--- config.mk ---
export PLATFORM = sky130hd
export DESIGN_NAME = escape_pacer
export DESIGN_NICKNAME = d
export VERILOG_FILES = /design/src/rtl/pacer_pkg.sv /design/src/rtl/ms_interval_timer.sv /design/src/rtl/pace_ctrl_fsm.sv /design/src/rtl/escape_pacer.sv
export SDC_FILE = /design/constraint.sdc
export NUM_CORES = 1
export LEC_CHECK = 0
export ABC_AREA = 0
export BUFFER_PORTS_ARGS = -buffer_cell sky130_fd_sc_hd__buf_2
export CELL_PAD_IN_SITES_DETAIL_PLACEMENT = 0
export CELL_PAD_IN_SITES_GLOBAL_PLACEMENT = 1
export CORE_MARGIN = 4
export CORE_UTILIZATION = 45
export DETAILED_ROUTE_END_ITERATION = 6
export PLACE_DENSITY_LB_ADDON = 0.12
export SLEW_MARGIN = 20
export SYNTH_ARGS = -nofsm -noshare
export SYNTH_HDL_FRONTEND = slang
export SYNTH_SLANG_ARGS = --single-unit
--- constraint.sdc ---
create_clock -name clk -period 7.1 [get_ports clk]
set_clock_uncertainty 0.1 [all_clocks]
set_input_delay 1.42 -clock clk [delete_from_list [all_inputs] [get_ports clk]]
set_output_delay 1.42 -clock clk [all_outputs]
set_load 0.03 [all_outputs]
--- src/rtl/pacer_pkg.sv ---
package pacer_pkg;
  typedef enum logic [1:0] {
    ST_FREE  = 2'b00,
    ST_HOLD  = 2'b01,
    ST_WATCH = 2'b10
  } pstate_t;
endpackage

--- src/rtl/ms_interval_timer.sv ---
module ms_interval_timer #(
  parameter int CNT_W = 12
) (
  input  logic             clk,
  input  logic             rst,
  input  logic             restart,
  input  logic             tick,
  input  logic [CNT_W-1:0] limit,
  output logic             expire
);
  logic [CNT_W-1:0] cnt_q;
  logic [CNT_W:0]   cnt_inc;

  assign cnt_inc = {1'b0, cnt_q} + 1'b1;
  assign expire  = tick && (cnt_inc >= {1'b0, limit});

  always_ff @(posedge clk) begin
    if (rst || restart) cnt_q <= '0;
    else if (tick)      cnt_q <= cnt_inc[CNT_W-1:0];
  end

  // counter never runs past the active window length
  p_cnt_in_window_r3: assert property (@(posedge clk) disable iff (rst)
    (limit != '0) |-> (cnt_q < limit));
  // timer starts from zero after reset
  p_cnt_reset_r1: assert property (@(posedge clk) disable iff (rst)
    $past(rst) |-> (cnt_q == '0));
endmodule

--- src/rtl/pace_ctrl_fsm.sv ---
module pace_ctrl_fsm
  import pacer_pkg::*;
(
  input  logic       clk,
  input  logic       rst,
  input  logic       tick,
  input  logic       sense_in,
  input  logic       expire,
  output pstate_t    st,
  output logic       restart,
  output logic       chamber_evt,
  output logic       pace_q,
  output logic       sense_en
);
  pstate_t st_nxt;
  logic    pace_d;

  always_comb begin
    st_nxt      = st;
    chamber_evt = 1'b0;
    pace_d      = 1'b0;
    case (st)
      ST_FREE, ST_WATCH: begin
        if (sense_in) begin
          st_nxt      = ST_HOLD;
          chamber_evt = 1'b1;
        end else if (expire) begin
          st_nxt      = ST_HOLD;
          chamber_evt = 1'b1;
          pace_d      = 1'b1;
        end
      end
      ST_HOLD: if (expire) st_nxt = ST_WATCH;
      default: st_nxt = ST_FREE;
    endcase
  end

  assign restart  = (st_nxt != st);
  assign sense_en = (st != ST_HOLD);

  always_ff @(posedge clk) begin
    if (rst) begin
      st     <= ST_FREE;
      pace_q <= 1'b0;
    end else begin
      st     <= st_nxt;
      pace_q <= pace_d;
    end
  end

  p_reset_state_r1: assert property (@(posedge clk) disable iff (rst)
    $past(rst) |-> (st == ST_FREE && !pace_q));
  p_pace_enters_hold_r2: assert property (@(posedge clk) disable iff (rst)
    pace_q |-> (st == ST_HOLD));
  p_hold_exit_on_tick_r3: assert property (@(posedge clk) disable iff (rst)
    ($past(st) == ST_HOLD && st == ST_WATCH) |-> $past(tick));
  p_sense_ignored_r6: assert property (@(posedge clk) disable iff (rst)
    (st == ST_HOLD && !tick) |=> (st == ST_HOLD && !pace_q));
  p_sense_wins_r7: assert property (@(posedge clk) disable iff (rst)
    (sense_en && sense_in) |=> (!pace_q && st == ST_HOLD));
  p_pace_single_r8: assert property (@(posedge clk) disable iff (rst)
    pace_q |=> !pace_q);
endmodule

--- src/rtl/escape_pacer.sv ---
module escape_pacer
  import pacer_pkg::*;
#(
  parameter int IV_W = 12
) (
  input  logic            clk,
  input  logic            rst,
  input  logic            tick_ms,
  input  logic            sense_in,
  input  logic [IV_W-1:0] lri_ms,
  input  logic [IV_W-1:0] uri_ms,
  output logic            pace_out,
  output logic [1:0]      state_code,
  output logic            sense_en
);
  pstate_t         st;
  logic            restart, chamber_evt, expire;
  logic [IV_W-1:0] lri_q, uri_q, win_len;

  // interval capture at reset and at each chamber event
  always_ff @(posedge clk) begin
    if (rst || chamber_evt) begin
      lri_q <= lri_ms;
      uri_q <= uri_ms;
    end
  end

  always_comb begin
    case (st)
      ST_HOLD:  win_len = uri_q;
      ST_WATCH: win_len = lri_q - uri_q;
      default:  win_len = lri_q;
    endcase
  end

  ms_interval_timer #(.CNT_W(IV_W)) u_timer (
    .clk     (clk),
    .rst     (rst),
    .restart (restart),
    .tick    (tick_ms),
    .limit   (win_len),
    .expire  (expire)
  );

  pace_ctrl_fsm u_fsm (
    .clk         (clk),
    .rst         (rst),
    .tick        (tick_ms),
    .sense_in    (sense_in),
    .expire      (expire),
    .st          (st),
    .restart     (restart),
    .chamber_evt (chamber_evt),
    .pace_q      (pace_out),
    .sense_en    (sense_en)
  );

  assign state_code = st;

  // captured intervals hold steady between events
  p_iv_stable_r9: assert property (@(posedge clk) disable iff (rst)
    !$past(chamber_evt) && !$past(rst) |-> ($stable(lri_q) && $stable(uri_q)));
endmodule

After elaboration in Yosys (flattened, before gate mapping)
Cells that the tools add are included.
{ "totals": {"register_bits": 39, "inputBits": 28, "output_inout_bits": 4, "elab_cells": 27} }
{ "classes": {"n_addsub": 2, "order_cmp": 1, "eq_ne": 4, "muxes": 8, "bitwise": 1, "n_reduce_logical": 6} }
{ "ops": {"columns": ["op", "n"], "rows": [
  ["$pmux 12 s2", 1],
  ["$add 12x1->13 const B", 1],
  ["$ge 13x12->1", 1],
  ["$sub 12x12->12", 1],
  ["$mux 2", 3],
  ["$pmux 2 s2", 1],
  ["$mux 1", 3],
  ["$reduce_or 3->1", 1],
  ["$eq 2x1->1 const B", 1],
  ["$eq 2x2->1 const B", 1],
  ["$logic_not 2->1", 1],
  ["$logic_or 1x1->1", 2],
  ["$ne 2x1->1 const B", 1],
  ["$ne 2x2->1", 1],
  ["$reduce_or 2->1", 1],
  ["$logic_and 1x1->1", 1],
  ["$not 1->1", 1]
]} }

Logic depth before layout (Yosys ltp)
Gate-level depths: netlist of the first run.
{ "depth": {"ltp_word": 9, "mapped_depth": 21, "ltp_nobuf": 20} }

Hierarchy
Synthesis of the first run repeated with hierarchy kept, for this count alone.
{ "unflattened": {"hier_cells": 286, "area_unflattened_um2": 2673.8} }
{ "modules_own_cells": {"columns": ["mod", "instances", "cells_per_inst", "area_each_um2", "seq_area_each_um2"], "rows": [
  ["escape_pacer", 1, 156, 1596.5, 720.7],
  ["ms_interval_timer", 1, 116, 940.9, 240.2],
  ["pace_ctrl_fsm", 1, 14, 136.4, 60.1]
]} }

Worst setup path after synthesis of the first run
OpenSTA, ideal clock, no wires.
{ "synth_timing": {"kind": "reg2reg", "from": "register uri_q[0]", "to": "register lri_q[0], enable pin", "setup_time_ps": 429, "arrival_ps": 3856, "required_ps": 6571, "slack_ps": 2714, "path_stages_with_launch": 18, "path_buffers": 0, "synth_period_minus_slack_ps": 4386, "path_cell_list": "edfxtp_1 > ha_1 > fa_1 > nor2b_1 > o21ai_0 > nand2_1 > a21oi_1 > o311ai_0 > xor2_1 > a31oi_1 > ha_1 > a21oi_1 > and2b_1 > a311o_2 > o31ai_4 > inv_1 > o22ai_1 > nand2b_1"} }
{ "synth_via": {"elab_chain_len": 8} }
{ "synth_lines": {"columns": ["element", "line_no", "text"], "rows": [
  ["start: declaration", "escape_pacer.sv:18", "logic [IV_W-1:0] lri_q, uri_q, win_len;"],
  ["start signal: assignment", "escape_pacer.sv:24", "uri_q <= uri_ms;"],
  ["$sub 12x12->12", "escape_pacer.sv:31", "ST_WATCH: win_len = lri_q - uri_q;"],
  ["$pmux 12 s2 (*)", "escape_pacer.sv:29", "case (st)"],
  ["$ge 13x12->1 (*)", "ms_interval_timer.sv:15", "assign expire = tick && (cnt_inc >= {1'b0, limit});"],
  ["$logic_and 1x1->1 (*)", "ms_interval_timer.sv:15", null],
  ["$mux 1 (*)", "pace_ctrl_fsm.sv:27", "end else if (expire) begin"],
  ["$mux 1 (*)", "pace_ctrl_fsm.sv:24", "if (sense_in) begin"],
  ["$mux 1 (*)", "pace_ctrl_fsm.sv:22", "case (st)"],
  ["$logic_or 1x1->1 (*)", "escape_pacer.sv:22", "if (rst || chamber_evt) begin"],
  ["end signal: assignment", "escape_pacer.sv:23", "lri_q <= lri_ms;"],
  ["end: declaration", "escape_pacer.sv:18", null]
]} }
Mark *: on every way between the ends. The rest lies on a longest branch, timed or not.
A chain may end at the register's enable or synchronous reset.

Worst setup path after layout of the first run
Same ends and word-level chain as after synthesis.

==> results_dict.tcl, run 1 <==
set metrics [dict create \
    clock-root-buffer "sky130_fd_sc_hd__clkbuf_8" \
    layout.cells.most_common_list "sky130_fd_sc_hd__buf_2 (31), sky130_fd_sc_hd__ha_1 (28), sky130_fd_sc_hd__edfxtp_1 (24)" \
    clk_pin_slew_ns 0.08 \
    global_route_usage_over_all_layers 0.145 \
    worst_ep_required_time_ns 6.93 \
    diodes 0 \
    setup.worst_path.class "reg -> reg" \
    worstSetupStartpointType "flip-flop" \
    worst_path_arrival_time_ns 4.37 \
    rsz0062_at_grt "no" \
    critical-path-max-stage-delay_ns 0.42 \
    routed_wire_length_per_instance_um 13.0 \
    area_growth_pct 10.6 \
    dominantRegCellSynth "sky130_fd_sc_hd__edfxtp_1" \
    power_frac_clock 0.325 \
    mostFrequentLayoutCell "sky130_fd_sc_hd__buf_2" \
    place.detailed.instances 362 \
    route.vias.total 1916 \
    tritoncts_num_sinks 39 \
    layout_worst_path_cycle_share 0.640 \
    synth_area_per_cell_um2 9.87 \
    synth_compound_gate_area_share 0.160 \
    power.sequential.fraction 0.469 \
    dieWidth_um 84.5 \
    synth_top_family_by_area "compound AO/OA/AOI/OAI gates" \
    htree_num_levels 2 \
    die-height_um 84.5 \
    detail-route-antenna-nets 0 \
    floorplan.die_area_um2 7150 \
    drive_above_1_share 0.165 \
    numPortBuffers 31 \
    post_drt_via_cell_ratio 5.19 \
    synthArstFlopShare 0 \
    synthXorXnorAreaFrac 0.0997 \
    p_leak_uw 0.00127 \
    critical-path-slowest-cell "sky130_fd_sc_hd__o311ai_0" \
    maxcap_viol_count 0 \
    cts_resized 0 \
    antenna_found_initial 0 \
    status "completed" \
    pin_count_of_the_biggest_net_entering_global_routing 27 \
    tritoncts "yes" \
    min_path_type "reg -> reg" \
    cell_breakdown_of_the_critical_path "ha_1 -> fa_1 -> nor2b_1 -> o21ai_0 -> nand2_1 -> a21oi_1 -> o311ai_0 -> xor2_1 -> a31oi_1 -> ha_1 -> a21oi_1 -> and2b_1 -> a311o_2 -> o31ai_4 -> inv_1 -> o22ai_1 -> nand2b_2" \
    final_max_slew_viol_count 0 \
    power.share.switching 0.272 \
    postSynthRegisterBits 39 \
    ctsHoldBuffers 0 \
    post_synth_and_or_nand_nor_area_fraction 0.141 \
    detailedRoute.firstIterationViolations 38 \
    clkLatencyLatePin_ns 0.29 \
    numCtsBuffers 5 \
    synth_edf_count 24 \
    post_syn_area_um2 2640 \
    rows 27 \
    timing.final.setup_violations 0 \
    intPower_uw 405 \
    post-cts-setup-buffers 0 \
    fin_crit_ns 4.54 \
    clk_path_buf_depth 2 \
    grt_pass1_vias 1870 \
    seq_area_frac_synth 0.387 \
    pwr_density_cell_nw_per_um2 191 \
    finalHoldViolCount 0 \
    yosys.cell_types.count 51 \
    synth_instances 267 \
    power_frac_comb 0.207 \
    post_synth_mux_area_share 0.0114 \
    grt_first_pass_wirelength_um 8500 \
    synth-adder-area-share 0.140 \
    total_wirelength_of_the_detailed_routed_design_um 4800 \
    global_route_congestion_overflow_total 0 \
    slew_at_the_pin_closest_to_its_max_slew_limit_ns 0.741 \
    synth_fp_nets 324 \
    critical_path_peak_fanout 24 \
    start_util 0.470 \
    gp_routability_congestion 0.841 \
    detail_route.first_pass.iterations 4 \
    total_switching_power_uw 151 \
    dp.final_hpwl_um 3720 \
    i_o_pin_count 32 \
    fmaxAchievable_ghz 0.220 \
    synth.yosys.warnings 0 \
    endpoint_kind "flip-flop" \
    fp.coreArea_um2 5610 \
    slew_headroom 0.506 \
    final_cells 369 \
    report.power.total_uw 557 \
    timing.setup.tns_ns 0 \
    max-vdd-ir-drop_uv 130 \
    drc 0 \
    finish.net_count 354 \
    fin_worst_hold_slack_ns 0.441 \
]
## metal layers
layer	vias to the layer above	track usage	wire length, um	share of wire
li1	1010	-	-	-
met1	871	0.207	2520	0.52
met2	30	0.223	2070	0.43
met3	5	0.0304	161	0.034
met4	0	0.0388	57	0.012
met5	-	0	0	0
## final timing paths
check	endpoint	cells past startpoint	from	slack, ns
worst max-delay path	lri_q[0]$_DFFE_PP_	17	uri_q[0]$_DFFE_PP_	2.56
worst min-delay path	u_timer.cnt_q[1]$_SDFFE_PP0P_	2	u_timer.cnt_q[1]$_SDFFE_PP0P_	0.44
worst max register to register	lri_q[0]$_DFFE_PP_	17	uri_q[0]$_DFFE_PP_	2.56
worst min register to register	u_timer.cnt_q[1]$_SDFFE_PP0P_	2	u_timer.cnt_q[1]$_SDFFE_PP0P_	0.44
## worst max-delay path: cells and delay by family (launching register included)
family / cells / cell delay, ns
DFF: 1 / 0.39
adders and majority gates: 3 / 0.96
and+or+nand+nor: 4 / 0.76
AOI/OAI and AO/OA: 8 / 1.72
buffers and inverters: 1 / 0.09
xor gates and xnor gates: 1 / 0.18
## cell families (layout without fill, tap and decap cells)
group | Yosys count | count (layout)
compound gates | 62 | 62
xor+xnor | 30 | 30
fa+ha+maj | 29 | 29
buf+inv | 30 | 60
flops | 39 | 39
mux | 3 | 3
simple gates | 74 | 74
## power groups by stage
stage	Sequential [uW]	Clock (uW)	Combinational, uW
after global routing	263	197	132
after detailed placement	266	0	116
after floorplan	265	0	91.2
final	261	181	115
after global placement	266	0	115
after CTS	261	186	116
## synth_stat cells, types with 2 or more instances
cell,number,share of area
sky130_fd_sc_hd__a21o_1,3,0.0085
sky130_fd_sc_hd__a21oi_1,15,0.028
sky130_fd_sc_hd__a31oi_1,3,0.0071
sky130_fd_sc_hd__and3_1,3,0.0071
sky130_fd_sc_hd__buf_6,2,0.0085
sky130_fd_sc_hd__clkbuf_1,4,0.0057
sky130_fd_sc_hd__dfxtp_1,15,0.11
sky130_fd_sc_hd__edfxtp_1,24,0.27
sky130_fd_sc_hd__ha_1,28,0.13
sky130_fd_sc_hd__inv_1,21,0.030
sky130_fd_sc_hd__mux2i_1,3,0.011
sky130_fd_sc_hd__nand2_1,20,0.028
sky130_fd_sc_hd__nand2b_1,3,0.0071
sky130_fd_sc_hd__nand3_1,11,0.021
sky130_fd_sc_hd__nand4_1,4,0.0095
sky130_fd_sc_hd__nor2_1,21,0.030
sky130_fd_sc_hd__nor2b_1,3,0.0071
sky130_fd_sc_hd__o21a_1,2,0.0057
sky130_fd_sc_hd__o21ai_0,17,0.032
sky130_fd_sc_hd__o221ai_1,6,0.020
sky130_fd_sc_hd__xnor2_1,9,0.030
sky130_fd_sc_hd__xor2_1,21,0.070
## flip-flops by register name, indices dropped and copies added (netlist names)
signal	flops
uri_q	12
u_fsm.pace_q	1
u_timer.cnt_q	12
u_fsm.st	2
lri_q	12
## area by class of cell
type | instances | area [um2]
Timing Repair Buffer | 31 | 155
Fill cell | 536 | 2690
Inverter | 22 | 82.6
Multi-Input combinational cell | 198 | 1460
Tap cell | 72 | 90.1
Sequential cell | 39 | 1020
Clock buffer | 5 | 68.8
Clock inverter | 2 | 37.5
## stage by stage
step / util / setup WS (ns) / instance area (um2)
floorplan: - / 2.71 / 2640
global placement: 0.500 / 2.24 / 2810
detailed placement: 0.500 / 2.22 / 2810
CTS: 0.519 / 2.20 / 2910
global route: 0.520 / 2.16 / 2920
finish: 0.520 / 2.56 / 2920
Power figures use the tool's default switching activity.
==> run 2, diff against run 1 <==
--- a/config.mk
+++ b/config.mk
@@ -5,12 +5,12 @@
 export SDC_FILE = /design/constraint.sdc
 export NUM_CORES = 1
 export LEC_CHECK = 0
-export ABC_AREA = 0
+export ABC_AREA = 1
 export BUFFER_PORTS_ARGS = -buffer_cell sky130_fd_sc_hd__buf_2
 export CELL_PAD_IN_SITES_DETAIL_PLACEMENT = 0
 export CELL_PAD_IN_SITES_GLOBAL_PLACEMENT = 1
 export CORE_MARGIN = 4
-export CORE_UTILIZATION = 45
+export CORE_UTILIZATION = 44
 export DETAILED_ROUTE_END_ITERATION = 6
 export PLACE_DENSITY_LB_ADDON = 0.12
 export SLEW_MARGIN = 20
==> constraint.sdc (replaced) <==
create_clock -name clk -period 4.7 [get_ports clk]
set_clock_uncertainty 0.1 [all_clocks]
set_input_delay 0.94 -clock clk [delete_from_list [all_inputs] [get_ports clk]]
set_output_delay 0.94 -clock clk [all_outputs]
set_load 0.03 [all_outputs]
==> run 2 against run 1 <==
Worst hold slack better by 0.013 ns. First-iteration DRC count up 130%. Non-clock buffer count up 1. Routed wire length up 26%. Count of clock-buffer cells in the layout unchanged. Combinational power rose to 2.5 times the previous value. Global-route usage up 2.6 points. Critical endpoint is now lri_q[5]$_DFFE_PP_. Sequential share of layout area down 2.3 points. Power up 67%. Final cell count up 24%.
==> results_dict.tcl, run 2 <==
set metrics [dict create \
    status "completed" \
    clkLatencyLatePin_ns 0.30 \
    multiInputGateArea_um2 1540 \
    synthArstFlopShare 0 \
    critPathMostFrequentCell "sky130_fd_sc_hd__nand2_1" \
    post_syn_area_um2 2840 \
    gp_routability_congestion 0.914 \
    fmaxAchievable_ghz 0.253 \
    dp.final_hpwl_um 4680 \
    layout_worst_path_cycle_share 0.839 \
    biggestRegsByFlops "lri_q x12, u_timer.cnt_q x12, uri_q x12" \
    fillCellCount 633 \
    detailedRoute.firstIterationViolations 89 \
    tritoncts_num_sinks 39 \
    worst_path_arrival_time_ns 3.82 \
    synth_area_per_cell_um2 8.08 \
    seq_area_frac_synth 0.360 \
    synth_edf_count 24 \
    finish.net_count 439 \
    htree_num_levels 2 \
    final_max_slew_viol_count 0 \
    area_growth_pct 10.0 \
    ctsHoldBuffers 0 \
    synthDominantAreaCellType "sky130_fd_sc_hd__edfxtp_1" \
    synth_area_leaders "sky130_fd_sc_hd__edfxtp_1 (25%), sky130_fd_sc_hd__ha_1 (12%), sky130_fd_sc_hd__dfxtp_1 (11%)" \
    fin_crit_ns 3.95 \
    regToRegStartpoint "uri_q[0]$_DFFE_PP_" \
    dominantRegCellSynth "sky130_fd_sc_hd__edfxtp_1" \
    power.share.switching 0.356 \
    timing.final.setup_violations 0 \
    layout.cells.most_common_list "sky130_fd_sc_hd__nand2_1 (76), sky130_fd_sc_hd__inv_1 (54), sky130_fd_sc_hd__buf_2 (31), sky130_fd_sc_hd__ha_1 (28), sky130_fd_sc_hd__o21ai_0 (25)" \
    cts_resized 0 \
    drive_above_1_share 0.162 \
    tritoncts "yes" \
    power_frac_comb 0.309 \
    worst_ep_required_time_ns 4.57 \
    fin_worst_hold_slack_ns 0.454 \
    synth_fp_nets 408 \
    clk_pin_slew_ns 0.09 \
    detail-route-antenna-nets 0 \
    cell_breakdown_of_the_critical_path "ha_1 -> fa_1 -> inv_1 -> nand3_1 -> nand2_1 -> nand4_1 -> nand2_1 -> nand2_1 -> a21oi_1 -> nor2_1 -> nand2_1 -> nand3_1 -> nand2_1 -> o21ai_0 -> ha_1 -> nand3_1 -> nor3_1 -> nand3_2 -> nand3_2 -> nand2_4 -> nand2_1 -> nand2_1 -> nand2_1 -> buf_4" \
    cp_top_family "simple AND/OR/NAND/NOR gates" \
    worstSetupStartpointType "flip-flop" \
    critical-path-slowest-cell "sky130_fd_sc_hd__edfxtp_1" \
    synth_instances 351 \
    rr_endpoint "lri_q[5]$_DFFE_PP_" \
    drc 0 \
    slew_headroom 0.571 \
    crit_buf_inv 2 \
    post_drt_via_cell_ratio 5.05 \
    numCtsBuffers 5 \
    i_o_pin_count 32 \
    maxcap_viol_count 0 \
    post-cts-setup-buffers 0 \
    setup.worst_path.class "reg -> reg" \
    route.vias.total 2311 \
    critical-path-max-stage-delay_ns 0.40 \
    antenna_found_initial 0 \
    grt_pass1_vias 2242 \
    holdPathEnd "u_timer.cnt_q[1]$_SDFFE_PP0P_" \
    area.sequential_um2 1020 \
    timing.setup.tns_ns 0 \
    clk_path_buf_depth 2 \
    die-height_um 88.3 \
    rsz0062_at_grt "no" \
    max-vdd-ir-drop_uv 166 \
    global_route_usage_over_all_layers 0.171 \
    grt_first_pass_wirelength_um 10300 \
    pin_count_of_the_biggest_net_entering_global_routing 25 \
    floorplan.die_area_um2 7800 \
    p_leak_uw 0.00146 \
    critical_path_peak_fanout 24 \
    mostFrequentLayoutCell "sky130_fd_sc_hd__nand2_1" \
    global_route_congestion_overflow_total 0 \
    intPower_uw 600 \
    routed_wire_length_per_instance_um 13.2 \
    rows 28 \
    min-delay-start "u_timer.cnt_q[1]$_SDFFE_PP0P_" \
    power.sequential.fraction 0.442 \
    finalHoldViolCount 0 \
    synth.yosys.warnings 0 \
    slew_at_the_pin_closest_to_its_max_slew_limit_ns 0.644 \
    diodes 0 \
    ys_top_cells_by_count "sky130_fd_sc_hd__nand2_1 (76), sky130_fd_sc_hd__inv_1 (54), sky130_fd_sc_hd__ha_1 (28), sky130_fd_sc_hd__o21ai_0 (25), sky130_fd_sc_hd__edfxtp_1 (24)" \
    numPortBuffers 31 \
    whs_path_depth 2 \
    total_wirelength_of_the_detailed_routed_design_um 6040 \
    synth.most_common_cell "sky130_fd_sc_hd__nand2_1" \
    yosys.cell_types.count 38 \
    power_frac_clock 0.249 \
    regToRegSetupSlack_ns 0.75 \
    dieWidth_um 88.3 \
    synth_top_area_share 0.254 \
    r2r.worst_path.cells 24 \
    detail_route.first_pass.iterations 6 \
    pwr_density_cell_nw_per_um2 299 \
    postSynthRegisterBits 39 \
    endpoint_kind "flip-flop" \
    fp.coreArea_um2 6100 \
    clock-root-buffer "sky130_fd_sc_hd__clkbuf_8" \
    total_switching_power_uw 332 \
    start_util 0.466 \
    min_path_type "reg -> reg" \
]
-- run 2: cell count changes in the layout (fill, tap and decap cells not counted), sizes merged, moves of 4 or more --
cell	before	now
nand2	20	80
o21ai	18	28
nand3	12	16
nor3	2	14
inv	21	55
xor2	21	8
a21oi	16	20
xnor2	9	2
-- run 2: metal layers --
metal	GRT usage	routed length, um
met2	0.267	2650
met4	0.0646	128
met1	0.234	3020
met3	0.0335	246
met5	0	0
-- run 2: layout make-up --
type                            instances  area share
Tap cell                               75      0.0301
Sequential cell                        39       0.327
Timing Repair Buffer                   32      0.0521
Inverter                               57      0.0685
Clock buffer                            5      0.0220
Multi-Input combinational cell        247       0.494
Clock inverter                          3     0.00641
-- run 2: worst max path at each step --
stage                       start             endpoint  slack (ns)  cells past startpoint
3_5_place_dp   uri_q[0]$_DFFE_PP_  lri_q[10]$_DFFE_PP_        0.81                     24
3_3_place_gp   uri_q[0]$_DFFE_PP_  lri_q[10]$_DFFE_PP_        0.87                     24
2_1_floorplan  uri_q[0]$_DFFE_PP_   lri_q[0]$_DFFE_PP_        0.94                     23
4_1_cts        uri_q[0]$_DFFE_PP_   lri_q[9]$_DFFE_PP_        0.74                     24
6_report       uri_q[0]$_DFFE_PP_   lri_q[5]$_DFFE_PP_        0.75                     24
5_1_grt        lri_q[2]$_DFFE_PP_   lri_q[9]$_DFFE_PP_        0.38                     22
-- run 2: power groups by stage --
stage	Sequential, uW	Clock [uW]	Combinational [uW]
floorplan	418	0	221
global placement	420	0	286
detailed placement	420	0	288
CTS	412	241	291
global route	416	257	335
finish	412	232	288
-- run 2: logic make-up (layout without fill, tap and decap cells) --
kind of cell	Yosys count	after routing	share of synthesized area
fa+ha+maj	29	29	0.131
buf+inv	65	97	0.0970
simple gates	147	147	0.259
mux	2	2	0.00705
compound gates	59	59	0.116
xor+xnor	10	10	0.0309
flops	39	39	0.360
-- run 2: stage by stage --
| stage | std cells | cell area (um2) | util | power, uW | worst slack [ns] |
|---|---|---|---|---|---|
| after global placement | 450 | 3030 | 0.498 | 705 | 0.869 |
| after CTS | 458 | 3120 | 0.512 | 945 | 0.744 |
| after global routing | 458 | 3120 | 0.512 | 1010 | 0.382 |
| final | 458 | 3120 | 0.512 | 932 | 0.755 |
| after detailed placement | 450 | 3030 | 0.498 | 708 | 0.808 |
| after floorplan | 351 | 2840 | - | 638 | 0.935 |
-- run 2: tightest hold or removal path, delay by kind of cell, from the launching register on --
family / cells / cell delay, ns
flip-flops: 1 / 0.33
multiplexers: 1 / 0.12
AND/OR/NAND/NOR: 1 / 0.06
==> run 3, diff against run 2 <==
==> constraint.sdc (replaced) <==
create_clock -name clk -period 3.85 [get_ports clk]
set_clock_uncertainty 0.1 [all_clocks]
set_input_delay 0.77 -clock clk [delete_from_list [all_inputs] [get_ports clk]]
set_output_delay 0.77 -clock clk [all_outputs]
set_load 0.03 [all_outputs]
==> run 3 against run 2 <==
Cell area rose by 7.6%. Flip-flop and latch count did not move. Global-route usage rose by 0.14 points. Sequential power rose by 22%. Routed wire length rose by 4.9%. Fmax rose by 10%. Via count rose by 2.1%. Count of clock-buffer cells in the layout did not move. Critical endpoint is now lri_q[8]$_DFFE_PP_. Largest power group unchanged.
==> results_dict.tcl, run 3 (same netlist as run 2, synthesis figures left out) <==
set metrics [dict create \
    pin_count_of_the_biggest_net_entering_global_routing 25 \
    routed_wire_length_per_instance_um 13.5 \
    critical_path_peak_fanout 12 \
    worst_ep_required_time_ns 3.76 \
    route.vias.total 2359 \
    post-route-util 0.551 \
    htree_num_levels 2 \
    worst_path_arrival_time_ns 3.49 \
    area_growth_pct 18.3 \
    worst_slack_ns 0.277 \
    pwr_density_cell_nw_per_um2 359 \
    min_path_type "reg -> reg" \
    critical-path-slowest-cell "sky130_fd_sc_hd__edfxtp_1" \
    fmaxAchievable_ghz 0.280 \
    fin_crit_ns 3.57 \
    finalHoldViolCount 0 \
    timing.setup.tns_ns 0 \
    clk_path_buf_depth 2 \
    maxcap_viol_count 0 \
    max-vdd-ir-drop_uv 225 \
    setup.worst_path.class "reg -> reg" \
    clock-root-buffer "sky130_fd_sc_hd__clkbuf_8" \
    worstSetupStartpointType "flip-flop" \
    global_route_usage_over_all_layers 0.172 \
    placement.setup.worst_slack_ns 0.0952 \
    cell_breakdown_of_the_critical_path "ha_2 -> fa_2 -> inv_2 -> nand3_2 -> nand2_2 -> nand4_1 -> nand2_2 -> nand2_2 -> a21oi_2 -> nor2_1 -> nand2_1 -> nand3_1 -> nand2_1 -> o21ai_1 -> ha_1 -> nand3_2 -> nor3_4 -> nand3_2 -> nand3_2 -> nand2_4 -> nand2_4 -> nand2_2 -> nand2_4 -> buf_12" \
    die-height_um 88.3 \
    endpoint_kind "flip-flop" \
    post_drt_via_cell_ratio 5.03 \
    numCtsBuffers 5 \
    diodes 0 \
    status "completed" \
    fp.coreArea_um2 6100 \
    gp_routability_congestion 0.892 \
    clk_pin_slew_ns 0.08 \
    dieWidth_um 88.3 \
    rsz0062_at_grt "yes" \
    detailedRoute.firstIterationViolations 62 \
    layout_worst_path_cycle_share 0.928 \
    critical-path-max-stage-delay_ns 0.39 \
    final_max_slew_viol_count 0 \
    detail_route.first_pass.iterations 4 \
    antenna_found_initial 0 \
    floorplan.die_area_um2 7800 \
    total_wirelength_of_the_detailed_routed_design_um 6330 \
    clkLatencyLatePin_ns 0.30 \
    tritoncts "yes" \
    rows 28 \
    grt_first_pass_wirelength_um 10400 \
    grt_pass1_vias 2286 \
    fillCellCount 598 \
    i_o_pin_count 32 \
    start_util 0.466 \
    timing.final.setup_violations 0 \
    global_route_congestion_overflow_total 0 \
    final_cells 469 \
    detail-route-antenna-nets 0 \
    dp.final_hpwl_um 4740 \
    layout.cells.most_common_list "sky130_fd_sc_hd__nand2_1 (68), sky130_fd_sc_hd__inv_1 (53), sky130_fd_sc_hd__buf_2 (31), sky130_fd_sc_hd__ha_1 (26), sky130_fd_sc_hd__edfxtp_1 (24)" \
    numPortBuffers 31 \
    drive_above_1_share 0.244 \
    p_leak_uw 0.00156 \
    fin_worst_hold_slack_ns 0.457 \
    slew_headroom 0.712 \
    place.detailed.instances 455 \
    biggestRegsByFlops "lri_q x12, u_timer.cnt_q x12, uri_q x12" \
    finish.net_count 450 \
    drc 0 \
    tritoncts_num_sinks 39 \
    slew_at_the_pin_closest_to_its_max_slew_limit_ns 0.430 \
    mostFrequentLayoutCell "sky130_fd_sc_hd__nand2_1" \
]
## run 3: worst max-delay path: cells and delay by family, from the launching register on
| family | cells | cell delay [ns] |
|---|---|---|
| flops | 1 | 0.39 |
| simple gates | 17 | 1.49 |
| fa+ha+maj | 3 | 0.86 |
| buf+inv | 2 | 0.23 |
| compound gates | 2 | 0.21 |
## run 3: final cells by class
| class | count | area [um2] | area share |
|---|---|---|---|
| Inverter | 57 | 214 | 0.0637 |
| Sequential cell | 39 | 1020 | 0.304 |
| Clock inverter | 3 | 20.0 | 0.00596 |
| Tap cell | 75 | 93.8 | 0.0279 |
| Multi-Input combinational cell | 248 | 1660 | 0.493 |
| Timing Repair Buffer | 42 | 284 | 0.0846 |
| Clock buffer | 5 | 68.8 | 0.0205 |
## run 3: repair_timing
item | in CTS | in global routing
buffers inserted | 0 | 3
endpoints found under the setup margin | 0 | 37
gates resized for setup | 0 | 31
hold buffers | 0 | 0
hold endpoints to repair | 0 | 0
## run 3: path summary, 6_finish.rpt
kind,slack (ns),cells past startpoint,from,endpoint
setup / recovery,0.28,24,uri_q[0]$_DFFE_PP_,lri_q[8]$_DFFE_PP_
hold / removal,0.46,2,u_timer.cnt_q[1]$_SDFFE_PP0P_,u_timer.cnt_q[1]$_SDFFE_PP0P_
setup reg to reg,0.28,24,uri_q[0]$_DFFE_PP_,lri_q[8]$_DFFE_PP_
hold reg to reg,0.46,2,u_timer.cnt_q[1]$_SDFFE_PP0P_,u_timer.cnt_q[1]$_SDFFE_PP0P_
## run 3: metal layers
metal	share of wire	vias to the layer above	global-route usage	wire length (um)
met4	0.011	0	0.0453	68
met3	0.040	7	0.0326	254
met5	0	-	0	0
met1	0.50	1051	0.240	3190
li1	-	1261	-	-
met2	0.45	40	0.276	2820
## run 3: power by group
part | internal (uW) | switching (uW) | total (uW)
registers | 481 | 23.2 | 504
clock network | 126 | 151 | 277
logic | 166 | 258 | 424
total | 773 | 433 | 1210
## run 3: metrics by stage
stage               power (uW)  instance area, um2
floorplan                  779                2840
finish                    1210                3360
global placement           877                3100
detailed placement         880                3100
CTS                       1170                3180
global route              1310                3360
